===== src/rtl/rs_pkg.sv =====
// Shared types for the rate switch sequencer.
// Assumes rate encoding 0 = Gen1, 1 = Gen2.
package rs_pkg;
    typedef enum logic [1:0] {
        ST_IDLE      = 2'd0,
        ST_REQUEST   = 2'd1,
        ST_WAIT_DONE = 2'd2,
        ST_PULSE     = 2'd3
    } rs_state_e;

    localparam logic RATE_GEN1 = 1'b0;
    localparam logic RATE_GEN2 = 1'b1;
endpackage


===== src/rtl/rs_edge_sync.sv =====
// Brings an asynchronous level into the clock domain and flags each change.
// Assumes STAGES >= 2 and that the level resets to 0 (Gen1).
module rs_edge_sync #(
    parameter int STAGES = 2
) (
    input  logic clk,
    input  logic rst_n,
    input  logic din,
    output logic level,
    output logic toggle
);
    logic [STAGES-1:0] chain_q;
    logic              prev_q;

    // Shift the async level through the synchronizer chain.
    always_ff @(posedge clk) begin
        if (!rst_n) chain_q <= '0;
        else        chain_q <= {chain_q[STAGES-2:0], din};
    end

    // Remember the last synchronized level for change detection.
    always_ff @(posedge clk) begin
        if (!rst_n) prev_q <= 1'b0;
        else        prev_q <= chain_q[STAGES-1];
    end

    assign level  = chain_q[STAGES-1];
    assign toggle = chain_q[STAGES-1] ^ prev_q;
endmodule


===== src/rtl/rs_pend_count.sv =====
// Counts rate-select changes that have not yet been serviced.
// Assumes dec is only asserted when nonempty; saturates at DEPTH.
module rs_pend_count #(
    parameter int DEPTH = 3
) (
    input  logic clk,
    input  logic rst_n,
    input  logic inc,
    input  logic dec,
    output logic nonempty
);
    localparam int CW = $clog2(DEPTH + 1);
    localparam logic [CW-1:0] FULL = CW'(DEPTH);

    logic [CW-1:0] cnt_q;
    logic          can_inc;

    assign can_inc = inc && (cnt_q != FULL);

    // Track outstanding requests; simultaneous inc and dec cancel.
    always_ff @(posedge clk) begin
        if (!rst_n) begin
            cnt_q <= '0;
        end else if (can_inc && !dec) begin
            cnt_q <= cnt_q + 1'b1;
        end else if (dec && !inc) begin
            cnt_q <= cnt_q - 1'b1;
        end
    end

    assign nonempty = (cnt_q != '0);
endmodule


===== src/rtl/rs_timeout.sv =====
// Watches the wait for the divider and flags a late completion.
// Assumes start marks the beginning of each new request.
module rs_timeout #(
    parameter int LIMIT  = 4096,
    parameter bit ENABLE = 1'b1
) (
    input  logic clk,
    input  logic rst_n,
    input  logic waiting,
    input  logic start,
    output logic err
);
    generate
        if (ENABLE) begin : g_on
            localparam int TW = $clog2(LIMIT + 1);
            localparam logic [TW-1:0] LAST = TW'(LIMIT - 1);
            logic [TW-1:0] cnt_q;
            logic          err_q;

            // Count cycles spent waiting for the divider.
            always_ff @(posedge clk) begin
                if (!rst_n || start)         cnt_q <= '0;
                else if (waiting && !err_q)  cnt_q <= cnt_q + 1'b1;
            end

            // Raise the flag at the limit; clear it when a new request begins.
            always_ff @(posedge clk) begin
                if (!rst_n || start)                   err_q <= 1'b0;
                else if (waiting && cnt_q == LAST)     err_q <= 1'b1;
            end

            assign err = err_q;
        end else begin : g_off
            logic unused_inputs;
            assign unused_inputs = ^{clk, rst_n, waiting, start};
            assign err = 1'b0;
        end
    endgenerate
endmodule


===== src/rtl/pipe_rate_switch_ctrl.sv =====
// Sequences a Gen1/Gen2 switch: select change -> divider request ->
// divider done -> one-cycle done strobe on all bonded lanes.
// Assumes div_done is synchronous to clk and held until div_req falls.
module pipe_rate_switch_ctrl #(
    parameter int NUM_LANES      = 4,
    parameter int SYNC_STAGES    = 2,
    parameter int PEND_DEPTH     = 3,
    parameter int TIMEOUT_CYCLES = 4096,
    parameter bit TIMEOUT_EN     = 1'b1
) (
    input  logic                 clk,
    input  logic                 rst_n,
    input  logic                 rate_sel,
    input  logic                 div_done,
    output logic                 div_req,
    output logic                 div_rate,
    output logic [NUM_LANES-1:0] lane_done,
    output logic                 cur_rate,
    output logic                 timeout_err
);
    import rs_pkg::*;

    rs_state_e            state_q, state_d;
    logic                 sel_level, sel_toggle;
    logic                 pend_nonempty, start, finish;
    logic                 tgt_q, rate_q;
    logic [NUM_LANES-1:0] done_q;

    rs_edge_sync #(.STAGES(SYNC_STAGES)) u_sync (
        .clk(clk), .rst_n(rst_n), .din(rate_sel),
        .level(sel_level), .toggle(sel_toggle)
    );

    rs_pend_count #(.DEPTH(PEND_DEPTH)) u_pend (
        .clk(clk), .rst_n(rst_n), .inc(sel_toggle), .dec(start),
        .nonempty(pend_nonempty)
    );

    rs_timeout #(.LIMIT(TIMEOUT_CYCLES), .ENABLE(TIMEOUT_EN)) u_tmo (
        .clk(clk), .rst_n(rst_n), .waiting(state_q == ST_WAIT_DONE),
        .start(start), .err(timeout_err)
    );

    logic unused_level;
    assign unused_level = sel_level;

    assign start  = (state_q == ST_IDLE) && pend_nonempty;
    assign finish = (state_q == ST_WAIT_DONE) && div_done;

    // Next-state logic for the switch sequence.
    always_comb begin
        state_d = state_q;
        unique case (state_q)
            ST_IDLE:      if (start)  state_d = ST_REQUEST;
            ST_REQUEST:               state_d = ST_WAIT_DONE;
            ST_WAIT_DONE: if (finish) state_d = ST_PULSE;
            ST_PULSE:                 state_d = ST_IDLE;
            default:                  state_d = ST_IDLE;
        endcase
    end

    // State register.
    always_ff @(posedge clk) begin
        if (!rst_n) state_q <= ST_IDLE;
        else        state_q <= state_d;
    end

    // Capture the target rate as the opposite of the current one at start.
    always_ff @(posedge clk) begin
        if (!rst_n)     tgt_q <= RATE_GEN1;
        else if (start) tgt_q <= ~rate_q;
    end

    // Commit the new rate together with the done strobe.
    always_ff @(posedge clk) begin
        if (!rst_n)      rate_q <= RATE_GEN1;
        else if (finish) rate_q <= tgt_q;
    end

    // Drive the one-cycle strobe on every bonded lane at once.
    always_ff @(posedge clk) begin
        if (!rst_n) done_q <= '0;
        else        done_q <= {NUM_LANES{finish}};
    end

    assign div_req   = (state_q == ST_REQUEST) || (state_q == ST_WAIT_DONE);
    assign div_rate  = tgt_q;
    assign cur_rate  = rate_q;
    assign lane_done = done_q;
endmodule



===== config.mk =====
export PLATFORM = sky130hd
export DESIGN_NAME = pipe_rate_switch_ctrl
export DESIGN_NICKNAME = d
export VERILOG_FILES = /design/src/rtl/rs_pkg.sv /design/src/rtl/rs_edge_sync.sv /design/src/rtl/rs_pend_count.sv /design/src/rtl/rs_timeout.sv /design/src/rtl/pipe_rate_switch_ctrl.sv
export SDC_FILE = /design/constraint.sdc
export NUM_CORES = 1
export LEC_CHECK = 0
export BUFFER_PORTS_ARGS = -buffer_cell sky130_fd_sc_hd__buf_2
export CORE_MARGIN = 4
export CORE_UTILIZATION = 50
export DETAILED_ROUTE_END_ITERATION = 7
export MAX_ROUTING_LAYER = met4
export PLACE_DENSITY = 0.7
export SKIP_LAST_GASP = 1
export SYNTH_ARGS = -nofsm -noshare
export SYNTH_HDL_FRONTEND = slang
export SYNTH_SLANG_ARGS = --single-unit

===== constraint.sdc =====
create_clock -name clk -period 4.3 [get_ports clk]
set_input_delay 0.645 -clock clk [delete_from_list [all_inputs] [get_ports clk]]
set_output_delay 0.645 -clock clk [all_outputs]
set_load 0.005 [all_outputs]

* Yosys cells after proc, flatten, opt, wreduce, memory -nomap -nowiden
Index checks and enable logic that the tools add are counted.
Word-level totals: register bits 24, input port bits 4, logic and storage cells 43
Cells by class: add/sub/neg operators 3, eq/ne operators 7, mux-type cells 5, bitwise operators 2, reduce and logical (&&, ||, !) cells 17
Operators by type and width (count):
- adder 13 x 1 -> 13 bit, second input constant | 1
- equality test 13 x 12 -> 1 bit, second input constant | 1
- two-way mux 2 bit | 4
- case mux 2 bit (4 select lines) | 1
- logical AND 1 bit | 7
- equality test 2 bit, second input constant | 2
- zero test 1 bit | 4
- != test 2 bit, second input constant | 2
- nonzero test 2 bit | 2
- adder 2 x 1 -> 2 bit, second input constant | 1
- equality test 2 x 1 -> 1 bit, second input constant | 1
- zero test 2 bit | 1
- logical OR 1 bit | 2
- != test 2 x 1 -> 1 bit, second input constant | 1
- AND reduction 2 bit | 1
- subtractor 2 x 1 -> 2 bit, second input constant | 1
- inverter 1 bit | 1
- XOR 1 bit | 1

* Longest topological paths before layout
depth in word-level cells 5, mapped depth 6

* By module
Synthesis repeated with hierarchy kept, for this count alone.
Second synthesis, totals: cells, all modules 129, area total of the unflattened synthesis 1191.1 µm²
By module, submodules not included:
- rs_timeout | times used 1, cells each 78, area an instance 696.9 µm², seq. area each 280.3 µm²
- pipe_rate_switch_ctrl | times used 1, cells each 32, area an instance 292.8 µm², seq. area each 100.1 µm²
- rs_pend_count | times used 1, cells each 12, area an instance 112.6 µm², seq. area each 40.0 µm²
- rs_edge_sync | times used 1, cells each 7, area an instance 88.8 µm², seq. area each 60.1 µm²

* Worst setup path after synthesis
OpenSTA, ideal clock, no wires.
kind register to register, start point register state_q[0], end point register u_tmo.g_on.err_q, in the netlist u_tmo.err, setup time 0.072 ns, arrival time 1.394 ns, data required time 4.228 ns, setup slack 2.834 ns, cell stages (with the launch flop) 7, period minus slack after synthesis 1.466 ns, path through dfxtp_1 inv_1 ha_1 buf_6 nand4_4 or4_1 a21oi_1
On the way: cells in the longest elaborated chain, start to end 3, elaborated cells between the ends (all ways) 5, those cells by class 1 x eq/ne; 4 x reduce/logical
Ends and longest elaborated chain:
- start: declaration | line pipe_rate_switch_ctrl.sv:23 | rs_state_e state_q, state_d;
- start signal: assignment | line pipe_rate_switch_ctrl.sv:65 | else state_q <= state_d;
- zero test 2 bit | line pipe_rate_switch_ctrl.sv:47 | assign start = (state_q == ST_IDLE) && pend_nonempty;
- logical AND 1 bit | line pipe_rate_switch_ctrl.sv:47
- logical OR 1 bit | line rs_timeout.sv:28 | if (!rst_n || start) err_q <= 1'b0;
- end signal: assignment | line rs_timeout.sv:28
- end signal: assignment | line rs_timeout.sv:29 | else if (waiting && cnt_q == LAST) err_q <= 1'b1;
- end: declaration | line rs_timeout.sv:18 | logic err_q;
Several ways; a longest one is shown, not always the timed one. A chain may end at the register's enable or synchronous reset.

* Final worst setup path
start point register u_pend.cnt_q[1], end point register u_tmo.g_on.cnt_q[7]
On the way: cells in the longest elaborated chain, start to end 3
Ends and longest elaborated chain:
- start: declaration | line rs_pend_count.sv:15 | logic [CW-1:0] cnt_q;
- start signal: assignment | line rs_pend_count.sv:25 | cnt_q <= cnt_q + 1'b1;
- start signal: assignment | line rs_pend_count.sv:27 | cnt_q <= cnt_q - 1'b1;
- nonzero test 2 bit | line rs_pend_count.sv:31 | assign nonempty = (cnt_q != '0);
- logical AND 1 bit | line pipe_rate_switch_ctrl.sv:47
- logical OR 1 bit | line rs_timeout.sv:22 | if (!rst_n || start) cnt_q <= '0;
- end signal: assignment | line rs_timeout.sv:23 | else if (waiting && !err_q) cnt_q <= cnt_q + 1'b1;
- end: declaration | line rs_timeout.sv:17 | logic [TW-1:0] cnt_q;
Every way passes these cells.

==> metrics.txt <==
# TYPE chip_impl_metric gauge
chip_impl_info{name="outcome",value="finished clean"} 1
chip_impl_metric{name="crit_path_max_fanout",unit=""} 11
chip_impl_metric{name="finalWorstSetupSlack",unit="ns"} 2.402
chip_impl_metric{name="antenna_found_initial",unit=""} 0
chip_impl_metric{name="io_buffers",unit=""} 11
chip_impl_info{name="holdCritStartpoint",value="u_sync.chain_q[0]"} 1
chip_impl_metric{name="num_io_pins",unit=""} 12
chip_impl_info{name="holdCritPathClass",value="register to register"} 1
chip_impl_metric{name="finalInstanceArea",unit="sq um"} 1241
chip_impl_metric{name="whs",unit="ns"} 0.4535
chip_impl_metric{name="final_core_utilization",unit="%"} 56.11
chip_impl_metric{name="final_antenna_net_count",unit=""} 0
chip_impl_metric{name="cts_buffer_count",unit=""} 3
chip_impl_metric{name="route.final.wire_length",unit="microns"} 2031
chip_impl_metric{name="vdd_drop_max",unit="mV"} 0.2342
chip_impl_metric{name="post-cts-setup-buffer-count",unit=""} 0
chip_impl_metric{name="avgSynthCellArea",unit="sq um"} 8.961
chip_impl_metric{name="row_count",unit=""} 17
chip_impl_metric{name="timing.reg2reg.worst_path_depth",unit=""} 3
chip_impl_metric{name="finalCritPeriodShare",unit="%"} 44.14
chip_impl_info{name="type_of_destination_of_the_critical_path",value="register"} 1
chip_impl_info{name="r2r_start",value="u_pend.cnt_q[1]"} 1
chip_impl_metric{name="gp_congestion",unit=""} 0.6691
chip_impl_info{name="netlist_top_cells_area",value="sky130_fd_sc_hd__dfxtp_1 (41%), sky130_fd_sc_hd__mux2i_1 (5.2%), sky130_fd_sc_hd__a21oi_1 (4.7%)"} 1
chip_impl_info{name="worst_setup_path_startpoint",value="u_pend.cnt_q[1]"} 1
chip_impl_metric{name="cap_viol_max_count",unit=""} 0
chip_impl_metric{name="pin_count_of_the_biggest_net_entering_global_routing",unit=""} 18
chip_impl_metric{name="cts_num_sinks",unit=""} 24
chip_impl_metric{name="netlist.area_leader.share",unit="%"} 41.25
chip_impl_metric{name="net_count_of_the_finished_layout",unit=""} 145
chip_impl_metric{name="hold_path_depth",unit=""} 1
chip_impl_metric{name="place_hpwl",unit="microns"} 1520
chip_impl_metric{name="stdcell_count",unit=""} 165
chip_impl_metric{name="setup_total_negative_slack",unit="ns"} 0
chip_impl_metric{name="core_footprint",unit="sq um"} 2212
chip_impl_metric{name="clk_path_buf_depth",unit=""} 2
chip_impl_metric{name="post_dp_cell_area",unit="sq um"} 1205
chip_impl_metric{name="power.static_leakage",unit="nW"} 0.4609
chip_impl_metric{name="mappedNetlistNets",unit=""} 137
chip_impl_metric{name="post_cts_repair_resize_count",unit=""} 0
chip_impl_metric{name="drt-vias-per-instance",unit=""} 5.503
chip_impl_metric{name="cts.htree.levels",unit=""} 1
chip_impl_metric{name="vias",unit=""} 908
chip_impl_metric{name="track_usage",unit="%"} 14.12
chip_impl_metric{name="post_synth_design_cell_area",unit="sq um"} 1165
chip_impl_metric{name="worst_skew_pair.late_latency",unit="ns"} 0.31
chip_impl_info{name="synth.largest_area_cell",value="sky130_fd_sc_hd__dfxtp_1"} 1
chip_impl_info{name="rsz_0062_raised_after_global_routing",value="false"} 1
chip_impl_metric{name="synth-edff-count",unit=""} 0
chip_impl_metric{name="dieHeight",unit="microns"} 56.27
chip_impl_metric{name="dp_cells",unit=""} 161
chip_impl_metric{name="hold_violations",unit=""} 0
chip_impl_metric{name="worst_clock_skew",unit="ns"} 0.008975
chip_impl_metric{name="synth-warning-count",unit=""} 0
chip_impl_metric{name="grt_pass1_wl",unit="microns"} 3567
chip_impl_metric{name="antenna_cells_inserted",unit=""} 0
chip_impl_metric{name="fmax",unit="MHz"} 526.9
chip_impl_info{name="synth-main-ff-cell",value="sky130_fd_sc_hd__dfxtp_1"} 1
chip_impl_metric{name="design.die.area",unit="sq um"} 3166
chip_impl_info{name="clock_tree_from_tritoncts",value="done"} 1
chip_impl_metric{name="worst_slew_pin_slew",unit="ns"} 1.007
chip_impl_metric{name="drc",unit=""} 0
chip_impl_info{name="worst-setup-path-type",value="register to register"} 1
chip_impl_info{name="clockRootBuffer",value="sky130_fd_sc_hd__clkbuf_4"} 1
chip_impl_metric{name="n_fill_cell",unit=""} 211
chip_impl_metric{name="timing.final.crit_period",unit="ns"} 1.898
chip_impl_metric{name="postCtsHoldBufs",unit=""} 0
chip_impl_metric{name="slew_violations",unit=""} 0
chip_impl_metric{name="synth-seq-area-share",unit="%"} 41.25
chip_impl_metric{name="areal_power_density_over_the_cells",unit="nW/um^2"} 378.5
chip_impl_metric{name="number_of_global_route_vias_before_repair",unit=""} 890
chip_impl_metric{name="yosys.cell_types.count",unit=""} 33
chip_impl_metric{name="areaGrowthSynthToFinish",unit="%"} 6.552
chip_impl_metric{name="setup_slack_after_placement",unit="ns"} 2.433
chip_impl_metric{name="setup_viol_count_final",unit=""} 0
chip_impl_metric{name="critical_path_arrival",unit="ns"} 2.14
chip_impl_metric{name="initial_core_util",unit="%"} 52.66
chip_impl_metric{name="die-width",unit="microns"} 56.27
chip_impl_metric{name="drtPass1Iterations",unit=""} 4
chip_impl_metric{name="grt_overflow",unit=""} 0
chip_impl_metric{name="synth.ff_latch_count",unit=""} 24
chip_impl_metric{name="fin_total_pwr",unit="mW"} 0.4697
chip_impl_metric{name="route.detailed.wl_per_inst",unit="microns"} 12.31
chip_impl_metric{name="critical_path_data_required_time",unit="ns"} 4.54
chip_impl_metric{name="drive_gt1_share",unit="%"} 13.87
chip_impl_metric{name="synth-async-reset-ratio",unit="%"} 0
chip_impl_metric{name="synth_cells",unit=""} 130
chip_impl_metric{name="relSlewSlack",unit="%"} 32.13
chip_impl_info{name="cp-start-kind",value="register"} 1
chip_impl_metric{name="detail_route.iter0.violations",unit=""} 8
chip_impl_metric{name="clock_input_transition_at_the_sequential_cells_of_the_worst_setup_and_hold_paths",unit="ns"} 0.12
==> worst max-delay path, cell delays in order, from the launching register on <==
cell and delay, ns:
sky130_fd_sc_hd__dfxtp_1 0.37, sky130_fd_sc_hd__o21ai_0 0.81, sky130_fd_sc_hd__nand2_1 0.43, sky130_fd_sc_hd__a21oi_1 0.22
==> logic make-up after synthesis <==
family                     Yosys count  share of synthesized area, %
muxes                                6                         5.156
DFF                                 24                         41.25
AOI/OAI and AO/OA                   26                         13.53
buffers and inverters               17                         7.196
adders and majority gates            3                         3.223
xor gates and xnor gates             3                         2.256
and+or+nand+nor                     51                         27.39
==> state kept, by name, indices dropped and copies added, names as in the netlist <==
register / cells
u_tmo.g_on.cnt_q: 13
state_q: 2
u_pend.cnt_q: 2
u_sync.chain_q: 2
cur_rate: 1
div_rate: 1
lane_done: 1
u_sync.prev_q: 1
u_tmo.err: 1
==> area by class of cell <==
type                    count  area (sq um)  share of cell area [%]
multi-input cells          89         600.6                   48.39
flip-flops and latches     24         480.5                   38.71
repair buffers             11         55.05                   4.435
clock buffers               4         36.28                   2.923
well taps                  28         35.03                   2.823
inverters                   9         33.78                   2.722
==> layer usage <==
layer	GRT usage, %	wire length [microns]
met1	15.89	912
met2	24.71	1053
met3	2.299	48
met4	5.763	17
met5	-	0
==> cell usage in the layout (no fill, tap or decap) <==
cell	instances
sky130_fd_sc_hd__a21oi_1	11
sky130_fd_sc_hd__nand4_4	1
sky130_fd_sc_hd__nor3b_1	2
sky130_fd_sc_hd__clkbuf_4	3
sky130_fd_sc_hd__nand2_1	10
sky130_fd_sc_hd__nor2b_1	2
sky130_fd_sc_hd__or4_1	5
sky130_fd_sc_hd__o31ai_1	5
sky130_fd_sc_hd__o21a_1	2
sky130_fd_sc_hd__o21ai_0	5
sky130_fd_sc_hd__xnor2_1	1
sky130_fd_sc_hd__nor2_1	3
sky130_fd_sc_hd__o22ai_1	1
sky130_fd_sc_hd__nand4_2	1
sky130_fd_sc_hd__dfxtp_1	24
sky130_fd_sc_hd__nand2b_1	2
sky130_fd_sc_hd__ha_1	3
sky130_fd_sc_hd__nand3_2	1
sky130_fd_sc_hd__clkbuf_8	1
sky130_fd_sc_hd__or3_1	2
sky130_fd_sc_hd__a221oi_1	1
sky130_fd_sc_hd__xor2_1	2
sky130_fd_sc_hd__nand3b_1	6
sky130_fd_sc_hd__buf_2	11
sky130_fd_sc_hd__inv_1	9
sky130_fd_sc_hd__nand3_1	7
sky130_fd_sc_hd__nor4_1	4
sky130_fd_sc_hd__or2_2	1
sky130_fd_sc_hd__mux2i_1	6
sky130_fd_sc_hd__o211a_1	1
sky130_fd_sc_hd__and2_1	3
sky130_fd_sc_hd__nand4_1	1
==> synthesized netlist by cell type, types with 3 or more instances <==
library cell / number
sky130_fd_sc_hd__o21ai_0: 5
sky130_fd_sc_hd__clkbuf_1: 3
sky130_fd_sc_hd__ha_1: 3
sky130_fd_sc_hd__nor2_1: 3
sky130_fd_sc_hd__mux2i_1: 6
sky130_fd_sc_hd__dfxtp_1: 24
sky130_fd_sc_hd__or4_1: 5
sky130_fd_sc_hd__a21oi_1: 11
sky130_fd_sc_hd__nand3b_1: 6
sky130_fd_sc_hd__inv_1: 9
sky130_fd_sc_hd__o31ai_1: 5
sky130_fd_sc_hd__nand3_1: 7
sky130_fd_sc_hd__and2_1: 3
sky130_fd_sc_hd__buf_4: 3
sky130_fd_sc_hd__nor4_1: 4
sky130_fd_sc_hd__nand2_1: 10
==> path summary, 6_finish.rpt <==
path	end	slack, ns
max	u_tmo.g_on.cnt_q[7]	2.40
min reg2reg	u_sync.chain_q[1]	0.45
max reg2reg	u_tmo.g_on.cnt_q[7]	2.40
min	u_sync.chain_q[1]	0.45
==> power by group <==
part	internal, mW	switching [mW]
logic	0.0450	0.0604
registers	0.236	0.0103
clock network	0.0517	0.0668
total	0.332	0.137
No activity file was read; power rests on OpenSTA's default activity.
